**src/rtl/strap_addr_decode.sv**
```systemverilog
module strap_addr_decode #(
  parameter logic [2:0] ADDR_HI = 3'b110
) (
  input  logic       clk,
  input  logic       rst_n,
  input  logic       strap_a,
  input  logic       strap_b,
  input  logic       scl,
  input  logic       sda,
  input  logic       start_pulse,
  input  logic       stop_pulse,
  output logic [3:0] addr_sfx,
  output logic [6:0] dev_addr,
  output logic [1:0] pullup_en,
  output logic [1:0] port_dflt
);

  localparam logic [1:0] K_LOW  = 2'd0;
  localparam logic [1:0] K_HIGH = 2'd1;
  localparam logic [1:0] K_SCL  = 2'd2;
  localparam logic [1:0] K_SDA  = 2'd3;

  logic [1:0] pin;
  logic       busy;
  logic       scl_lo_q, sda_lo_q;
  logic       scl_lo_n, sda_lo_n;
  logic [1:0] trk_scl_q, trk_sda_q;
  logic [1:0] trk_scl_n, trk_sda_n;
  logic [1:0] cls_q [2];
  logic [1:0] cls_nx [2];
  logic [1:0] dflt_q;

  assign pin      = {strap_b, strap_a};
  assign scl_lo_n = scl_lo_q | ~scl;
  assign sda_lo_n = sda_lo_q | ~sda;

  for (genvar i = 0; i < 2; i++) begin : g_pin
    assign trk_scl_n[i] = trk_scl_q[i] & (pin[i] == scl);
    assign trk_sda_n[i] = trk_sda_q[i] & (pin[i] == sda);
    always_comb begin
      if (trk_scl_n[i] && scl_lo_n)      cls_nx[i] = K_SCL;
      else if (trk_sda_n[i] && sda_lo_n) cls_nx[i] = K_SDA;
      else if (pin[i])                   cls_nx[i] = K_HIGH;
      else                               cls_nx[i] = K_LOW;
    end
    assign pullup_en[i] = (cls_q[i] != K_LOW);
  end

  always_ff @(posedge clk) begin
    if (!rst_n) begin
      busy      <= 1'b0;
      scl_lo_q  <= 1'b0;
      sda_lo_q  <= 1'b0;
      trk_scl_q <= '0;
      trk_sda_q <= '0;
      cls_q[0]  <= {1'b0, pin[0]};
      cls_q[1]  <= {1'b0, pin[1]};
      dflt_q    <= pin;
    end else if (busy && stop_pulse) begin
      busy     <= 1'b0;
      cls_q[0] <= cls_nx[0];
      cls_q[1] <= cls_nx[1];
    end else if (!busy && start_pulse) begin
      busy      <= 1'b1;
      scl_lo_q  <= ~scl;
      sda_lo_q  <= ~sda;
      trk_scl_q <= {pin[1] == scl, pin[0] == scl};
      trk_sda_q <= {pin[1] == sda, pin[0] == sda};
    end else if (busy) begin
      scl_lo_q  <= scl_lo_n;
      sda_lo_q  <= sda_lo_n;
      trk_scl_q <= trk_scl_n;
      trk_sda_q <= trk_sda_n;
    end
  end

  assign addr_sfx  = {cls_q[1] ^ 2'b10, cls_q[0]};
  assign dev_addr  = {ADDR_HI, addr_sfx};
  assign port_dflt = dflt_q;

endmodule

```
**config.mk**
```make
export PLATFORM = sky130hd
export DESIGN_NAME = strap_addr_decode
export DESIGN_NICKNAME = d
export VERILOG_FILES = /design/src/rtl/strap_addr_decode.sv
export SDC_FILE = /design/constraint.sdc
export NUM_CORES = 1
export LEC_CHECK = 0
export ABC_AREA = 1
export BUFFER_PORTS_ARGS = -buffer_cell sky130_fd_sc_hd__buf_2
export CAP_MARGIN = 20
export CORE_MARGIN = 2
export CORE_UTILIZATION = 47
export DETAILED_ROUTE_END_ITERATION = 7
export GPL_ROUTABILITY_DRIVEN = 0
export HOLD_SLACK_MARGIN = 0.08
export PLACE_DENSITY_LB_ADDON = 0.2
export SLEW_MARGIN = 25
export SYNTH_ARGS = -nofsm -noshare
export SYNTH_HDL_FRONTEND = slang
export SYNTH_SLANG_ARGS = --single-unit
```
**constraint.sdc**
```tcl
create_clock -name clk -period 1.5 [get_ports clk]
set_clock_uncertainty 0.1 [all_clocks]
set_input_delay 0.3 -clock clk [delete_from_list [all_inputs] [get_ports clk]]
set_output_delay 0.3 -clock clk [all_outputs]
set_load 0.005 [all_outputs]
```
# Yosys cells after proc, flatten, opt, wreduce, memory -nomap -nowiden
# Memory sizes are Yosys's and may differ from the RTL's.
# Index checks and enable logic that the tools add are counted.
[totals]
register_bits = 9
latch_bits = 0
ramBits = 4
mem_bits_ro = 0
out_inout_bits = 15
word_cells = 56
n_memories = 1
[op_classes]
addsub = 0
mul = 0
div_mod_pow = 0
order_cmp = 0
n_eq_ne = 4
shifts = 0
n_mux = 20
bitwise_logic = 13
reduce_logical = 12
[mem_list]
columns = ["name", "depth", "width", "rd", "rd_clocked_by_memory_dff", "write_ports", "line_no", "text"]
rows = [
  ["cls_q", 2, 2, 2, 0, 2, "29", "logic [1:0] cls_q [2];"],
]
[op_table]
columns = ["cell", "count"]
rows = [
  ["two-way mux 2 bit", 10],
  ["two-way mux 1 bit", 10],
  ["logical AND 1 bit", 6],
  ["nonzero test 2 bit", 3],
  ["inverter 1 bit", 5],
  ["AND 1 bit", 4],
  ["== test 1 bit", 4],
  ["OR 1 bit", 4],
  ["AND reduction 2 bit", 1],
  ["OR reduction 2 bit", 1],
  ["logical NOT 1 bit", 1],
]

# Logic depth before layout (Yosys ltp)
# Gate-level depths: netlist of the first run.
[depth]
depth_word = 6
depth_mapped = 6

# Worst setup path before layout of the first run
# No wires, ideal clock.
[synth_timing]
path_kind = "input -> register"
start = "in rst_n"
end = "mem cls_q[0][0], data pin"
arrival_ns = 0.787
path_slack_ns = 0.356
cell_stages = 6
path_cell_list = "buf_4 > inv_2 > nor2_4 > nand2_1 > nor2_1 > a21oi_1"
[synth_lines]
columns = ["element", "line_no", "text"]
rows = [
  ["from (decl)", "5", "input logic rst_n,"],
  ["to (decl)", "29", ""],
]

==> impl_metrics.json, run 1 <==
{
  "drc": 0,
  "final.period_utilization": 0.963,
  "finalWirelength_um": 1110,
  "row_count": 13,
  "path_clk_slew_ps": 80,
  "power.total_mw": 0.741,
  "syn_inst": 88,
  "cts_setup_buffers": 0,
  "num_vias": 579,
  "drt.antenna.violating_nets": 0,
  "worstPathMaxFanout": 3,
  "ys_warn_count": 0,
  "cp_slowest_cell": "edfxtp_1",
  "max_cap_viol_count": 0,
  "met3_usage": 0.0474,
  "die-area_mm2": 0.00178,
  "slowest_delay_ps": 400,
  "postSynthAreaPerCell_um2": 7.79,
  "drive_above_1_share": 0.257,
  "dr.pass1.iters": 4,
  "cp-start-kind": "flop",
  "required_ps": 1100,
  "clock.fmax_mhz": 692,
  "pin_count": 23,
  "path_class": "reg2out",
  "status": "finished, final reports clean",
  "cts_made_buffers": 3,
  "area_delta_synth_final_pct": 9.67,
  "io_buffers": 19,
  "clock_sinks": 13,
  "hold_violations": 0,
  "synth_top_area_share": 0.263,
  "hp-class": "in2reg",
  "finalSetupTns_ps": 0,
  "cts_max_level": 1,
  "power_leakage_nw": 0.362,
  "finalCriticalPeriod_ps": 1440,
  "root_buffer": "clkbuf_4",
  "top_usage_layer": "met2",
  "cts_tree": "built",
  "ir_worst_vdd_uv": 508,
  "wl_per_cell_um": 9.60,
  "rsz0062_at_grt": "no",
  "grtUsageTotal": 0.136,
  "synth_top_family_by_area": "simple AND/OR/NAND/NOR gates",
  "setup_viol": 0,
  "initial_core_util": 0.514,
  "powerDensity_mw_per_mm2": 985,
  "fillers": 129,
  "hold_buffers": 0,
  "yosys.area_share.simple": 0.210,
  "place_hpwl_um": 894,
  "max-clock-path-buffers": 2,
  "synthMuxAreaShare": 0,
  "grt_max_degree": 10,
  "ys_seq_elements": 13,
  "synth_top_cell_by_area": "edfxtp_1",
  "synthTopCellsByArea": "edfxtp_1, dfxtp_1, buf_4",
  "drv_slew": 0,
  "final_common_cell": "buf_2",
  "insertedDiodeCount": 0,
  "synth_fa_ha_area_frac": 0,
  "overflow": 0,
  "fp.dieH_um": 42.2,
  "drt-initial-drc-count": 22,
  "rrSetupSlack_ps": 270,
  "seq_area_frac_synth": 0.467,
  "antenna_found_initial": 0,
  "clock_latency_ps": 280,
  "dp_slack_ps": 238,
  "grtUsageMet2": 0.203,
  "vias_per_cell": 4.99,
  "die_w_um": 42.2,
  "met1_usage": 0.162,
  "synth-xor-area-share": 0,
  "synth_compound_area_frac": 0.120,
  "synth_area_um2": 686,
  "cp_cell_sequence": "or2_4 -> buf_2",
  "yosysUniqueCellTypes": 15,
  "cts_resized": 1,
  "nNetsFinal": 110,
  "finalWorstSetupSlack_ps": 55.6,
  "layout_common_cells": "buf_2, nand2_1, inv_1",
  "grt_pass1_wl_um": 1810,
  "grt_pass1_vias": 459,
  "crit_path_end_kind": "primary output",
  "core_mm2": 0.00133,
  "whs_ps": 144,
  "worstPathArrival_ps": 1040
}
synth_stat cells, drive strengths merged:
cell type / count
nand3: 6
a21oi: 6
conb: 2
dfxtp: 7
nor2: 10
nand2: 15
buf: 11
or2: 2
inv: 13
o21ai: 9
edfxtp: 6
o211ai: 1
worst max-delay path: cells and delay by family (launching register included):
kind / cells / cell delay (ps)
buffers and inverters: 1 / 120
DFF: 1 / 400
and+or+nand+nor: 1 / 250
kinds of logic after synthesis:
group / after synthesis
and+or+nand+nor: 33
DFF: 13
AOI/OAI and AO/OA: 16
buffers and inverters: 24
other: 2
power breakdown:
group	switching [mW]	total (mW)	internal, mW
Clock	0.114	0.217	0.103
Combinational	0.0661	0.113	0.0465
Sequential	0.0125	0.411	0.399
sequential cells by signal (all words and copies together), names as in the netlist:
register and count:
sda_lo_q 1, trk_scl_q 2, trk_sda_q 2, port_dflt 2, scl_lo_q 1, cls_q 4, busy 1
per-stage QoR:
step,std cells,util,cell area (um2)
2_1_floorplan,89,-,689
3_3_place_gp,112,0.540,721
3_5_place_dp,112,0.540,721
4_1_cts,116,0.562,749
5_1_grt,116,0.564,752
6_report,116,0.564,752
cell type report:
class	instances	area, um2	share of cell area
timing repair buffer	19	95.1	0.126
sequential	13	320	0.426
multi-input combinational	52	243	0.323
inverter	13	48.8	0.0649
tap	15	18.8	0.0250
clock buffer	4	26.3	0.0349
per-layer routing:
metal	up-vias	part of all wire
met2	29	0.43
met3	5	0.11
met5	-	0
met1	252	0.44
met4	0	0.031
li1	293	-
path summary, 6_finish.rpt:
kind	start	cells after the start	to
hold / removal	strap_b	1	port_dflt[1]$_DFFE_PN_
setup reg to reg	busy$_SDFFE_PP0P_	5	cls_q[0][2]$_DFFE_PP_
hold reg to reg	sda_lo_q$_SDFFE_PN0P_	2	sda_lo_q$_SDFFE_PN0P_
setup / recovery	cls_q[0][1]$_SDFFCE_PN0P_	2	pullup_en[0]
Power figures use the tool's default switching activity.
==> run 2: changes to the inputs <==
==> constraint.sdc (replaced) <==
create_clock -name clk -period 1.5 [get_ports clk]
set_clock_uncertainty 0.1 [all_clocks]
set_input_delay 0.375 -clock clk [delete_from_list [all_inputs] [get_ports clk]]
set_output_delay 0.375 -clock clk [all_outputs]
set_load 0.005 [all_outputs]
==> run 2 against run 1 <==
The flow now finishes with violations (setup timing). Cell count rose by 0.86%. Via count up 0.69%. Utilization rose by 1.5 points. Die area did not move. Fmax decreased by 5.0%. Clock power barely moved. Wire length up 2.0%. Sequential cell count stayed put. Critical endpoint unchanged. Highest routed layer unchanged.
==> impl_metrics.json, run 2 (same netlist as run 1, synthesis figures left out) <==
{
  "drive_above_1_share": 0.265,
  "drt-initial-drc-count": 26,
  "largest_reg_flops": 4,
  "path_clk_slew_ps": 80,
  "finalCriticalPeriod_ps": 1520,
  "r2r_end": "cls_q[0][0]$_DFFE_PP_",
  "nNetsFinal": 111,
  "clock_latency_ps": 280,
  "r2r-start": "busy$_SDFFE_PP0P_",
  "drv_slew": 0,
  "ir_worst_vdd_uv": 512,
  "wl_per_cell_um": 9.71,
  "hp-class": "in2reg",
  "fillers": 131,
  "crit_path_end_kind": "primary output",
  "final.period_utilization": 1.01,
  "row_count": 13,
  "vias_per_cell": 4.98,
  "drc": 0,
  "multi_input_area_um2": 243,
  "root_buffer": "clkbuf_4",
  "cts_max_level": 1,
  "finalWorstSetupSlack_ps": -19.9,
  "power_leakage_nw": 0.371,
  "rrSetupSlack_ps": 280,
  "dp_cells": 112,
  "final_common_cell": "buf_2",
  "reg2reg_depth": 5,
  "clock.fmax_mhz": 658,
  "overflow": 0,
  "cts_tree": "built",
  "grt_pass1_wl_um": 1840,
  "dpl-instance-area_um2": 721,
  "path_class": "reg2out",
  "grtUsageTotal": 0.138,
  "whs_endpoint": "port_dflt[1]$_DFFE_PN_",
  "worstPathArrival_ps": 1040,
  "stdcell_count": 117,
  "finalWirelength_um": 1140,
  "slowest_delay_ps": 400,
  "worstPathMaxFanout": 3,
  "rsz0062_at_grt": "yes",
  "num_vias": 583,
  "die-area_mm2": 0.00178,
  "finalSetupTns_ps": -24.1,
  "insertedDiodeCount": 0,
  "cp_slowest_cell": "edfxtp_1",
  "whs_ps": 218,
  "layout_common_cells": "buf_2, nand2_1, inv_1",
  "status": "finished with violations",
  "utilization": 0.579,
  "clock_sinks": 13,
  "grt_pass1_vias": 462,
  "hold_start": "strap_b",
  "powerDensity_mw_per_mm2": 973,
  "dp_slack_ps": 163,
  "setup_viol": 2,
  "cp_cell_sequence": "or2_4 -> buf_6",
  "core_mm2": 0.00133,
  "place_hpwl_um": 894,
  "whs_path_depth": 1,
  "pin_count": 23,
  "die_w_um": 42.2,
  "hold_violations": 0,
  "max_cap_viol_count": 0,
  "drt.antenna.violating_nets": 0,
  "largest-register": "cls_q",
  "area_delta_synth_final_pct": 12.6,
  "final_area_um2": 772,
  "violations": "setup timing",
  "cp-start-kind": "flop",
  "grt_max_degree": 10,
  "seq_area_um2": 320,
  "required_ps": 1020,
  "hold_buffers": 0,
  "fp.dieH_um": 42.2,
  "power.total_mw": 0.751,
  "antenna_found_initial": 0,
  "initial_core_util": 0.514,
  "dr.pass1.iters": 4,
  "cts_made_buffers": 3,
  "max-clock-path-buffers": 2,
  "io_buffers": 19
}
[run 2: layer usage]
metal  track usage  share of wire  vias to the layer above
li1              -              -                      295
met2         0.206           0.42                       28
met3        0.0474          0.094                        5
met4        0.0938          0.030                        0
met1         0.165           0.45                      255
met5             0              0                        -
[run 2: cell type report]
cell class	count	area share
Clock buffer	4	0.0340
Timing Repair Buffer	20	0.149
Sequential cell	13	0.415
Multi-Input combinational cell	52	0.314
Inverter	13	0.0632
Tap cell	15	0.0243
[run 2: how the worst max path moves through the flow]
stage | slack [ps] | cells past startpoint | endpoint | startpoint
after floorplan | 280 | 6 | cls_q[0][0]$_DFFE_PP_ | rst_n
after global placement | 180 | 6 | cls_q[0][2]$_DFFE_PP_ | rst_n
after detailed placement | 160 | 6 | cls_q[0][2]$_DFFE_PP_ | rst_n
after CTS | -20 | 2 | pullup_en[0] | cls_q[0][0]$_DFFE_PP_
after global routing | -40 | 2 | pullup_en[0] | cls_q[0][0]$_DFFE_PP_
final | -20 | 2 | pullup_en[0] | cls_q[0][0]$_DFFE_PP_
[run 2: report_power, final]
group	switching (mW)	internal (mW)	leakage, nW
combinational	0.0675	0.0530	0.238
clock	0.116	0.103	0.0150
sequential	0.0127	0.399	0.118
[run 2: critical path, delay by kind of cell (launching register included)]
family,cells,cell delay [ps]
buffers and inverters,1,110
flip-flops,1,400
AND/OR/NAND/NOR,1,260
[run 2: timing repair]
| action | CTS | global route |
|---|---|---|
| endpoints found under the setup margin | 2 | 2 |
| pin swaps | 1 | 0 |
| gates cloned | 0 | 0 |
| resized for setup | 4 | 0 |
| setup buffers | 0 | 1 |
==> run 3: changes to the inputs <==
--- a/config.mk
+++ b/config.mk
@@ -8,12 +8,12 @@
 export ABC_AREA = 1
 export BUFFER_PORTS_ARGS = -buffer_cell sky130_fd_sc_hd__buf_2
 export CAP_MARGIN = 20
-export CORE_MARGIN = 2
 export CORE_UTILIZATION = 47
 export DETAILED_ROUTE_END_ITERATION = 7
 export GPL_ROUTABILITY_DRIVEN = 0
 export HOLD_SLACK_MARGIN = 0.08
 export PLACE_DENSITY_LB_ADDON = 0.2
+export RECOVER_POWER = 25
 export SLEW_MARGIN = 25
 export SYNTH_ARGS = -nofsm -noshare
 export SYNTH_HDL_FRONTEND = slang
==> run 3 against run 2 <==
The run still ends with setup timing left. Cell count unchanged. Global-route usage increased by 5.3 points. Worst setup slack got worse by 2.3 ps. Register-to-register slack about the same. Non-clock buffer count unchanged. Combinational power about the same. Sequential power about the same. Via count decreased by 1.4%. Sequential cell count unchanged. Largest cell class unchanged. Highest routed layer unchanged.
==> impl_metrics.json, run 3 (same netlist as run 1, synthesis figures left out) <==
{
  "grtUsageTotal": 0.191,
  "grt_pass1_vias": 467,
  "path_class": "reg2out",
  "io_buffers": 19,
  "crit_path_end_kind": "primary output",
  "power.total_mw": 0.749,
  "cts_max_level": 1,
  "place_hpwl_um": 880,
  "clock_sinks": 13,
  "cts_made_buffers": 3,
  "final.period_utilization": 1.01,
  "max_cap_viol_count": 0,
  "cp-start-kind": "flop",
  "cp_slowest_cell": "edfxtp_1",
  "violations": "setup timing",
  "dr.pass1.iters": 4,
  "intPower_mw": 0.554,
  "finalWirelength_um": 1100,
  "worstPathArrival_ps": 1050,
  "m1WireLength_um": 484,
  "clock_latency_ps": 280,
  "finalCriticalPeriod_ps": 1520,
  "final_common_cell": "nand2_1",
  "route.met2.wl_um": 505,
  "status": "finished with violations",
  "setup_viol": 2,
  "switchingPower_mw": 0.195,
  "hold_buffers": 0,
  "nNetsFinal": 111,
  "fp.dieH_um": 40.2,
  "overflow": 0,
  "p_seq_frac": 0.549,
  "insertedDiodeCount": 0,
  "grt_pass1_wl_um": 1960,
  "grt_max_degree": 10,
  "path_clk_slew_ps": 80,
  "drive_above_1_share": 0.225,
  "hp-class": "in2reg",
  "hold_violations": 0,
  "row_count": 13,
  "num_vias": 575,
  "largest_reg_flops": 4,
  "topRoutingLayerUsed": "met4",
  "clock.fmax_mhz": 657,
  "layout_common_cells": "nand2_1, buf_2, inv_1",
  "cts_tree": "built",
  "swShare": 0.260,
  "wl_met3_um": 80,
  "cp_cell_sequence": "or2_4 -> buf_6",
  "max-clock-path-buffers": 2,
  "largest-register": "cls_q",
  "dp_slack_ps": 159,
  "root_buffer": "clkbuf_4",
  "rrSetupSlack_ps": 290,
  "area_delta_synth_final_pct": 12.0,
  "pin_count": 23,
  "ir_worst_vdd_uv": 737,
  "antenna_found_initial": 0,
  "powerDensity_mw_per_mm2": 975,
  "required_ps": 1020,
  "rsz0062_at_grt": "yes",
  "final_area_um2": 768,
  "clkPwrFrac": 0.292,
  "vias_per_cell": 4.91,
  "drt.antenna.violating_nets": 0,
  "die_w_um": 40.2,
  "core_mm2": 0.00133,
  "slowest_delay_ps": 400,
  "wl_per_cell_um": 9.38,
  "die-area_mm2": 0.00162,
  "drt-initial-drc-count": 7,
  "power_leakage_nw": 0.364,
  "drv_slew": 0,
  "drc": 0,
  "worstPathMaxFanout": 3,
  "dpl-instance-area_um2": 721,
  "finalWorstSetupSlack_ps": -22.2,
  "pwr-share-comb": 0.159,
  "initial_core_util": 0.514
}
## run 3: cell types whose count changed in the layout (fill, tap and decap cells not counted), sizes merged
cell and change:
clkbuf +3, buf -3
## run 3: through the flow
step	TNS, ps	hold WS, ps	util	std cells
5_1_grt	-120	266	0.576	117
3_5_place_dp	0	377	0.540	112
2_1_floorplan	0	353	-	89
6_report	-29.1	258	0.576	117
3_3_place_gp	0	368	0.540	112
4_1_cts	-45.8	210	0.579	117
## run 3: path summary, 6_finish.rpt
check / from / endpoint / cells past startpoint
min: scl / scl_lo_q$_SDFFE_PN0P_ / 2
max: cls_q[0][0]$_DFFE_PP_ / pullup_en[0] / 2
max reg2reg: busy$_SDFFE_PP0P_ / cls_q[0][2]$_DFFE_PP_ / 5
min reg2reg: sda_lo_q$_SDFFE_PN0P_ / sda_lo_q$_SDFFE_PN0P_ / 2
## run 3: critical path, delay by kind of cell (launching register included)
| kind | cells | cell delay [ps] |
|---|---|---|
| buffers and inverters | 1 | 110 |
| and+or+nand+nor | 1 | 260 |
| DFF | 1 | 400 |
## run 3: timing repair
item	in CTS	in global routing
setup buffers	1	0
pin swaps	2	1
endpoints found under the setup margin	2	2
gates resized for setup	4	0
cloned	0	0
## run 3: final cells by class
cell class / instances / area (um2)
multi-input combinational: 52 / 243
timing repair buffer: 20 / 111
inverter: 13 / 48.8
fill: 120 / 566
tap: 15 / 18.8
clock buffer: 4 / 26.3
sequential: 13 / 320
## run 3: power groups by stage
stage	combinational [mW]	sequential [mW]	clock, mW
final	0.119	0.411	0.219
after detailed placement	0.110	0.419	0
after floorplan	0.0875	0.418	0
after global routing	0.143	0.416	0.236
after CTS	0.121	0.411	0.222
after global placement	0.109	0.419	0
## run 3: routing by layer
layer,GRT usage,up-vias
met1,0.233,251
met5,0,-
met4,0.100,0
li1,-,298
met2,0.306,24
met3,0.0500,2
